<file path="src/rtl/irq_route_agg_pkg.sv">
package irq_route_agg_pkg;
  localparam int SRC_N   = 16;
  localparam int GROUP_N = 2;
  localparam int LINE_N  = 5;
  localparam int FLD_W   = 3;
  localparam int DATA_W  = 16;
  localparam int ADDR_W  = 5;
  localparam int RT_N    = 4;

  localparam logic [ADDR_W-1:0] OFS_STAT = 5'h00;
  localparam logic [ADDR_W-1:0] OFS_RT0  = 5'h04;
  localparam logic [ADDR_W-1:0] OFS_RT1  = 5'h06;
  localparam logic [ADDR_W-1:0] OFS_ENA  = 5'h0C;
  localparam logic [ADDR_W-1:0] OFS_RT2  = 5'h1C;
  localparam logic [ADDR_W-1:0] OFS_RT3  = 5'h1E;
  localparam logic [ADDR_W-1:0] OFS_ENB  = 5'h06;

  typedef struct packed {
    logic       ok;
    logic [1:0] rsel;
    logic [3:0] lsb;
  } fld_loc_t;

  function automatic fld_loc_t mk_loc(input int unsigned r, input int unsigned b);
    fld_loc_t v;
    v.ok   = 1'b1;
    v.rsel = 2'(r);
    v.lsb  = 4'(b);
    return v;
  endfunction

  // Where a pin's routing field lives: register index and bit position.
  function automatic fld_loc_t fld_loc(input int unsigned grp, input int unsigned pin);
    fld_loc_t v;
    v = '0;
    case (grp * 16 + pin)
      0:  v = mk_loc(0, 0);
      1:  v = mk_loc(0, 3);
      2:  v = mk_loc(0, 6);
      3:  v = mk_loc(0, 9);
      8:  v = mk_loc(0, 12);
      9:  v = mk_loc(1, 0);
      11: v = mk_loc(1, 6);
      12: v = mk_loc(1, 9);
      16: v = mk_loc(2, 0);
      17: v = mk_loc(2, 3);
      19: v = mk_loc(2, 6);
      20: v = mk_loc(2, 9);
      21: v = mk_loc(2, 12);
      22: v = mk_loc(3, 0);
      23: v = mk_loc(3, 3);
      24: v = mk_loc(3, 6);
      25: v = mk_loc(3, 9);
      26: v = mk_loc(3, 12);
      default: v = '0;
    endcase
    return v;
  endfunction

  function automatic logic [FLD_W-1:0] rst_line(input int unsigned grp, input int unsigned pin);
    if (grp == 0 && pin == 2) return 3'd1;
    if (grp == 1 && pin == 0) return 3'd2;
    return 3'd0;
  endfunction
endpackage

</file>
<file path="src/rtl/irq_route_regs.sv">
module irq_route_regs
  import irq_route_agg_pkg::*;
(
  input  logic                                  clk,
  input  logic                                  rst_n,
  input  logic                                  bus_win,
  input  logic [ADDR_W-1:0]                     bus_addr,
  input  logic                                  bus_wr,
  input  logic [DATA_W-1:0]                     bus_wdata,
  input  logic [SRC_N-1:0]                      src_a,
  input  logic [SRC_N-1:0]                      src_b,
  output logic [DATA_W-1:0]                     bus_rdata,
  output logic [SRC_N-1:0]                      en_a,
  output logic [SRC_N-1:0]                      en_b,
  output logic [GROUP_N-1:0][SRC_N-1:0][FLD_W-1:0] route
);
  localparam logic [FLD_W-1:0] LINE_MAX = FLD_W'(LINE_N - 1);

  logic            wr_a, wr_b;
  logic            en_a_ce, en_b_ce;
  logic [RT_N-1:0] rt_we;
  logic [SRC_N-1:0] en_a_q, en_b_q;
  logic [RT_N-1:0][DATA_W-1:0] rt_img;

  always_comb begin
    wr_a     = bus_wr && !bus_win;
    wr_b     = bus_wr &&  bus_win;
    en_a_ce  = wr_a && (bus_addr == OFS_ENA);
    en_b_ce  = wr_b && (bus_addr == OFS_ENB);
    rt_we[0] = wr_a && (bus_addr == OFS_RT0);
    rt_we[1] = wr_a && (bus_addr == OFS_RT1);
    rt_we[2] = wr_a && (bus_addr == OFS_RT2);
    rt_we[3] = wr_a && (bus_addr == OFS_RT3);
  end

  always_ff @(posedge clk or negedge rst_n) begin
    if (!rst_n) begin
      en_a_q <= '0;
      en_b_q <= '0;
    end else begin
      if (en_a_ce) en_a_q <= bus_wdata;
      if (en_b_ce) en_b_q <= bus_wdata;
    end
  end

  assign en_a = en_a_q;
  assign en_b = en_b_q;

  // Enable holds unless its own offset is written
  p_enable_hold_r10: assert property (@(posedge clk) disable iff (!rst_n)
    (!en_a_ce && !en_b_ce) |=> ($stable(en_a_q) && $stable(en_b_q)));

  for (genvar g = 0; g < GROUP_N; g++) begin : g_grp
    for (genvar p = 0; p < SRC_N; p++) begin : g_pin
      localparam fld_loc_t LOC = fld_loc(g, p);
      if (LOC.ok) begin : g_fld
        localparam int RS  = int'(LOC.rsel);
        localparam int LSB = int'(LOC.lsb);
        logic [FLD_W-1:0] f_q, f_d, wf;
        logic             f_ce;

        always_comb begin
          wf   = bus_wdata[LSB +: FLD_W];
          f_ce = rt_we[RS] && (wf <= LINE_MAX);
          f_d  = wf;
        end

        always_ff @(posedge clk or negedge rst_n) begin
          if (!rst_n)    f_q <= rst_line(g, p);
          else if (f_ce) f_q <= f_d;
        end

        assign route[g][p] = f_q;

        p_field_legal_r4: assert property (@(posedge clk) disable iff (!rst_n)
          f_q <= LINE_MAX);
        p_bad_value_hold_r4: assert property (@(posedge clk) disable iff (!rst_n)
          (rt_we[RS] && (bus_wdata[LSB +: FLD_W] > LINE_MAX)) |=> $stable(f_q));
      end else begin : g_fixed
        // No field: fixed to line 0
        assign route[g][p] = '0;
      end
    end
  end

  always_comb begin
    fld_loc_t loc;
    rt_img = '0;
    for (int g = 0; g < GROUP_N; g++) begin
      for (int p = 0; p < SRC_N; p++) begin
        loc = fld_loc(g, p);
        if (loc.ok) rt_img[loc.rsel][loc.lsb +: FLD_W] = route[g][p];
      end
    end
  end

  always_comb begin
    bus_rdata = '0;
    if (!bus_win) begin
      case (bus_addr)
        OFS_STAT: bus_rdata = src_a;
        OFS_RT0:  bus_rdata = rt_img[0];
        OFS_RT1:  bus_rdata = rt_img[1];
        OFS_ENA:  bus_rdata = en_a_q;
        OFS_RT2:  bus_rdata = rt_img[2];
        OFS_RT3:  bus_rdata = rt_img[3];
        default:  bus_rdata = '0;
      endcase
    end else begin
      case (bus_addr)
        OFS_STAT: bus_rdata = src_b;
        OFS_ENB:  bus_rdata = en_b_q;
        default:  bus_rdata = '0;
      endcase
    end
  end
endmodule

</file>
<file path="src/rtl/irq_route_combine.sv">
module irq_route_combine
  import irq_route_agg_pkg::*;
(
  input  logic                                     clk,
  input  logic                                     rst_n,
  input  logic [SRC_N-1:0]                         src_a,
  input  logic [SRC_N-1:0]                         src_b,
  input  logic [SRC_N-1:0]                         en_a,
  input  logic [SRC_N-1:0]                         en_b,
  input  logic [GROUP_N-1:0][SRC_N-1:0][FLD_W-1:0] route,
  output logic [LINE_N-1:0]                        irq_q
);
  logic [GROUP_N-1:0][SRC_N-1:0] act;
  logic [LINE_N-1:0]             line_d;

  always_comb begin
    act[0] = src_a & en_a;
    act[1] = src_b & en_b;
    line_d = '0;
    for (int l = 0; l < LINE_N; l++) begin
      for (int g = 0; g < GROUP_N; g++) begin
        for (int p = 0; p < SRC_N; p++) begin
          if (act[g][p] && (route[g][p] == FLD_W'(l))) line_d[l] = 1'b1;
        end
      end
    end
  end

  always_ff @(posedge clk or negedge rst_n) begin
    if (!rst_n) irq_q <= '0;
    else        irq_q <= line_d;
  end

  // All sources masked -> all lines low on the next edge
  p_masked_quiet_r2: assert property (@(posedge clk) disable iff (!rst_n)
    ((en_a == '0) && (en_b == '0)) |=> (irq_q == '0));
endmodule

</file>
<file path="src/rtl/irq_route_agg.sv">
module irq_route_agg
  import irq_route_agg_pkg::*;
(
  input  logic              clk,
  input  logic              rst_n,
  input  logic [SRC_N-1:0]  src_a,
  input  logic [SRC_N-1:0]  src_b,
  input  logic              bus_win,
  input  logic [ADDR_W-1:0] bus_addr,
  input  logic              bus_wr,
  input  logic [DATA_W-1:0] bus_wdata,
  output logic [DATA_W-1:0] bus_rdata,
  output logic [LINE_N-1:0] irq_line
);
  logic [SRC_N-1:0] en_a, en_b;
  logic [GROUP_N-1:0][SRC_N-1:0][FLD_W-1:0] route;

  irq_route_regs u_regs (
    .clk       (clk),
    .rst_n     (rst_n),
    .bus_win   (bus_win),
    .bus_addr  (bus_addr),
    .bus_wr    (bus_wr),
    .bus_wdata (bus_wdata),
    .src_a     (src_a),
    .src_b     (src_b),
    .bus_rdata (bus_rdata),
    .en_a      (en_a),
    .en_b      (en_b),
    .route     (route)
  );

  irq_route_combine u_comb (
    .clk   (clk),
    .rst_n (rst_n),
    .src_a (src_a),
    .src_b (src_b),
    .en_a  (en_a),
    .en_b  (en_b),
    .route (route),
    .irq_q (irq_line)
  );

  // Status bits ignore writes
  p_status_live_r1: assert property (@(posedge clk) disable iff (!rst_n)
    (!bus_win && bus_addr == OFS_STAT) |-> (bus_rdata == src_a));
endmodule

</file>
<file path="config.mk">
export PLATFORM = sky130hd
export DESIGN_NAME = irq_route_agg
export DESIGN_NICKNAME = d
export VERILOG_FILES = /design/src/rtl/irq_route_agg_pkg.sv /design/src/rtl/irq_route_regs.sv /design/src/rtl/irq_route_combine.sv /design/src/rtl/irq_route_agg.sv
export SDC_FILE = /design/constraint.sdc
export NUM_CORES = 1
export LEC_CHECK = 0
export CORE_ASPECT_RATIO = 0.7
export CORE_MARGIN = 2
export CORE_UTILIZATION = 50
export DETAILED_ROUTE_END_ITERATION = 10
export DONT_BUFFER_PORTS = 1
export PLACE_DENSITY_LB_ADDON = 0.05
export SETUP_SLACK_MARGIN = 0.4
export SKIP_LAST_GASP = 1
export SYNTH_ARGS = -nofsm -noshare
export SYNTH_HDL_FRONTEND = slang
export SYNTH_SLANG_ARGS = --single-unit
</file>
<file path="constraint.sdc">
create_clock -name clk -period 2.2 [get_ports clk]
set_input_delay 0.33 -clock clk [delete_from_list [all_inputs] [get_ports clk]]
set_output_delay 0.33 -clock clk [all_outputs]
set_load 0.02 [all_outputs]
</file>
==> run_results.csv <==
group,metric,value,unit
status,status,"complete, but fails checks",
status,failing_checks,"hold timing",
drt,avgRoutedWirePerCell,28.3,um
synthesis,post_synth_xor_area_fraction,0,%
grt,maximum_number_of_pins_on_one_net_before_global_route_repair,92,
timing,fin_crit,1.91,ns
clocking,clk-insertion-delay-late,0.34,ns
placement,place_area,5980,sq um
synthesis,synth_compound_gate_area_share,16.6,%
worst_hold_path,min_path_type,"primary input to async pin",
floorplanning,ios,78,
synthesis,yosys.cell_types.count,49,
floorplanning,die_x,129,um
timing,max_freq,524,MHz
clocking,tritoncts,"done",
power,power.static_leakage,2.73,nW
power,maximum_ir_drop_on_the_vdd_rail,0.399,mV
finish,finish.utilization,62.9,%
critical_path,timing.reg2reg.worst_path_depth,6,
floorplanning,initial_utilization,52.0,%
drt,remaining_design_rule_violation_count,0,
placement,post_dp_hpwl,15200,um
synthesis,postSynth.asyncResetShare,100,%
synthesis,ys.flop_type,"dfrtp_1",
synthesis,yosysTopAreaCell,"dfrtp_1",
timing,layout_worst_path_cycle_share,86.8,%
grt,grt_use_total,35.9,%
placement,place.gp.congestion,0.960,
timing,worst_slew_margin_rel,39.6,%
timing,tightestPinTransition,0.897,ns
critical_path,timing.critical_path.fanout_max,6,
synthesis,synth_mux_area_share,17.7,%
drt,wirelength,20800,um
power,p_per_area,693,nW/um^2
synthesis,syn-instance-count,550,
synthesis,postSynthAreaPerCell,9.94,sq um
critical_path,critPathCaptureType,"primary output",
timing,hold_slack,-0.319,ns
critical_path,cp_data_required_time,1.87,ns
placement,io_buffers,0,
synthesis,syn-num-nets,607,
clocking,tritoncts.num_buffers,9,
clocking,htreeDepth,3,
floorplanning,dieHeight,91.5,um
drt,routed-via-count,5142,
synthesis,synth-seq-cells,91,
critical_path,critical_path.startpoint_type,"flop",
synthesis,synthesis.yosys.warnings,0,
finish,final_design_area_no_fill,6610,sq um
clocking,tritoncts_num_sinks,91,
grt,grt_pass1_vias,4894,
critical_path,worstReg2RegStart,"u_regs.en_b[9]$_DFFE_PN0P_",
timing,timing.clock.skew,0.00824,ns
synthesis,synth-edff-count,0,
floorplanning,coreArea,10500,sq um
drt,drt_pre_antenna_iters,5,
finish,fraction_of_layout_instances_using_a_drive_strength_above_1,32.5,%
finish,area_growth_syn_to_layout,21.0,%
synthesis,synth_fa_ha_area_share,0,%
grt,grt_pass1_wl,30600,um
finish,diodes,0,
drt,drt_first_iter_violations,512,
synthesis,synth_area,5470,sq um
clocking,clk_transition_reported_paths,0.07,ns
drt,count_of_antenna_violating_nets_left_after_detailed_routing,0,
critical_path,worst-endpoint-arrival,1.58,ns
grt,global_route.overflow_total,0,
clocking,ctsLongestPathBuffers,2,
drt,route.detailed.vias_per_inst,6.99,
finish,finish.net_count,641,
timing,hold_viol_final,91,
critical_path,path_class,"flop to primary output",
synthesis,synth-simple-area-share,21.2,%
floorplanning,num_rows,31,
job,max-cap-violations,0,
synthesis,netlist.area_leader.share,40.8,%
synthesis,synth_top_family_by_area,"simple AND/OR/NAND/NOR gates",
synthesis,synth_area_leaders,"dfrtp_1, mux2_2, mux2i_1",
critical_path,critical_path.reg2reg.endpoint,"u_comb.irq_q[0]$_DFF_PN0_",
floorplanning,floorplan.die_area,11800,sq um
timing,setup_viol,0,
timing,count_of_pins_over_their_slew_limit,0,
synthesis,synth_seq_area_share,41.7,%
clocking,clk_root_buffer_cell,"clkbuf_16",
critical_path,register_to_register_setup_slack,0.34,ns
timing,grt_setup_unrepaired,"yes",
grt,grt_antenna_before_repair,0,
[registers in the layout, summed over array words and instances, names as in the netlist]
register / count
u_regs.en_a: 16
u_regs.g_grp.g_pin.g_fld.f_q: 54
u_comb.irq_q: 5
u_regs.en_b: 16
[per-layer routing]
| layer | up-vias | share of wire [%] | GRT usage, % |
|---|---|---|---|
| met5 | - | 0 | 0 |
| met4 | 0 | 2.4 | 8.97 |
| met3 | 41 | 13 | 12.0 |
| met2 | 334 | 42 | 50.2 |
| met1 | 2567 | 43 | 53.0 |
| li1 | 2200 | - | - |
[Yosys cell counts, types with 2 or more instances]
| library cell | n |
|---|---|
| a2111oi_0 | 8 |
| a21oi_1 | 43 |
| a221oi_1 | 9 |
| a22oi_1 | 31 |
| a2bb2oi_1 | 4 |
| and2_1 | 2 |
| and4b_1 | 2 |
| buf_2 | 10 |
| buf_4 | 3 |
| buf_6 | 2 |
| clkbuf_1 | 6 |
| dfrtp_1 | 89 |
| dfstp_2 | 2 |
| inv_1 | 9 |
| mux2_2 | 46 |
| mux2_4 | 10 |
| mux2i_1 | 30 |
| nand2_1 | 34 |
| nand2b_1 | 4 |
| nand3_1 | 10 |
| nand3b_1 | 4 |
| nand4_1 | 19 |
| nand4b_1 | 2 |
| nor2_1 | 44 |
| nor2b_1 | 14 |
| nor3_1 | 15 |
| nor3b_1 | 5 |
| nor3b_2 | 2 |
| nor4_1 | 20 |
| nor4b_1 | 16 |
| o21a_1 | 3 |
| o21ai_0 | 17 |
| o22ai_1 | 16 |
| or3_1 | 2 |
| or4_1 | 3 |
[worst max-delay path, stage by stage (launching register included)]
cell,delay [ns]
dfrtp_1,0.46
mux2i_1,0.22
o22ai_2,0.14
a221oi_2,0.30
o21ai_4,0.12
[metrics by stage]
stage / hold slack, ns / power [W] / TNS, ns / cells / setup slack [ns]
finish: -0.319 / 0.00459 / 0 / 736 / 0.291
global route: -0.331 / 0.00474 / 0 / 736 / 0.224
CTS: -0.326 / 0.00451 / 0 / 731 / 0.314
detailed placement: 0.0366 / 0.00290 / -0.0229 / 701 / -0.0229
global placement: 0.0363 / 0.00289 / 0 / 701 / 0.000789
floorplan: 0.0344 / 0.00264 / 0 / 550 / 0.401
[worst max-delay path by stage]
stage                                                       from                        end  cells past startpoint
3_3_place_gp   u_regs.g_grp[1].g_pin[0].g_fld.f_q[1]$_DFFE_PN1P_  u_comb.irq_q[0]$_DFF_PN0_                      4
5_1_grt                               u_regs.en_a[9]$_DFFE_PN0P_               bus_rdata[9]                      5
6_report       u_regs.g_grp[0].g_pin[3].g_fld.f_q[0]$_DFFE_PN0P_               bus_rdata[9]                      4
2_1_floorplan                                        bus_addr[2]              bus_rdata[10]                      8
3_5_place_dp   u_regs.g_grp[1].g_pin[0].g_fld.f_q[1]$_DFFE_PN1P_  u_comb.irq_q[0]$_DFF_PN0_                      4
4_1_cts        u_regs.g_grp[1].g_pin[0].g_fld.f_q[1]$_DFFE_PN1P_               bus_rdata[1]                      4
[cells by family (layout without fill, tap and decap cells)]
| logic type | Yosys count | after routing |
|---|---|---|
| simple gates | 205 | 205 |
| buf+inv | 30 | 68 |
| mux | 86 | 86 |
| compound gates | 138 | 138 |
| flops | 91 | 91 |
[power by group]
group | switching (W) | internal [W]
Sequential | 0.000344 | 0.00190
Clock | 0.000667 | 0.000876
Combinational | 0.000384 | 0.000418
[layout make-up]
type                       count  area, sq um
clock inverter                 4         52.6
sequential                    91         2300
inverter                       9         33.8
fill                         875         3900
multi-input combinational    429         3440
timing repair buffer          44          370
clock buffer                  11          233
tap                          148          185
[repair_timing]
item | 4_1_cts | 5_1_grt
setup buffers | 15 | 5
pin swaps | 9 | 5
endpoints found under the setup margin | 18 | 19
resized for setup | 32 | 18
endpoints found under the hold margin | 91 | 91
gates cloned | 0 | 0
[placed cells by master, fill, tap and decap left out, types with 4 or more instances in the layout]
| cell | n |
|---|---|
| a2111oi_0 | 5 |
| a21oi_1 | 40 |
| a221oi_2 | 9 |
| a22oi_1 | 21 |
| a22oi_2 | 10 |
| a2bb2oi_1 | 4 |
| buf_4 | 38 |
| buf_6 | 4 |
| clkbuf_16 | 9 |
| dfrtp_1 | 73 |
| dfrtp_2 | 16 |
| inv_1 | 9 |
| mux2_2 | 46 |
| mux2_4 | 10 |
| mux2i_1 | 28 |
| nand2_1 | 31 |
| nand2b_1 | 4 |
| nand3_1 | 9 |
| nand3b_1 | 4 |
| nand4_1 | 19 |
| nor2_1 | 44 |
| nor2b_1 | 14 |
| nor3_1 | 15 |
| nor3b_1 | 5 |
| nor4_1 | 19 |
| nor4b_1 | 16 |
| o21ai_4 | 15 |
| o22ai_1 | 12 |
| o22ai_2 | 4 |
Power figures use the tool's default switching activity.
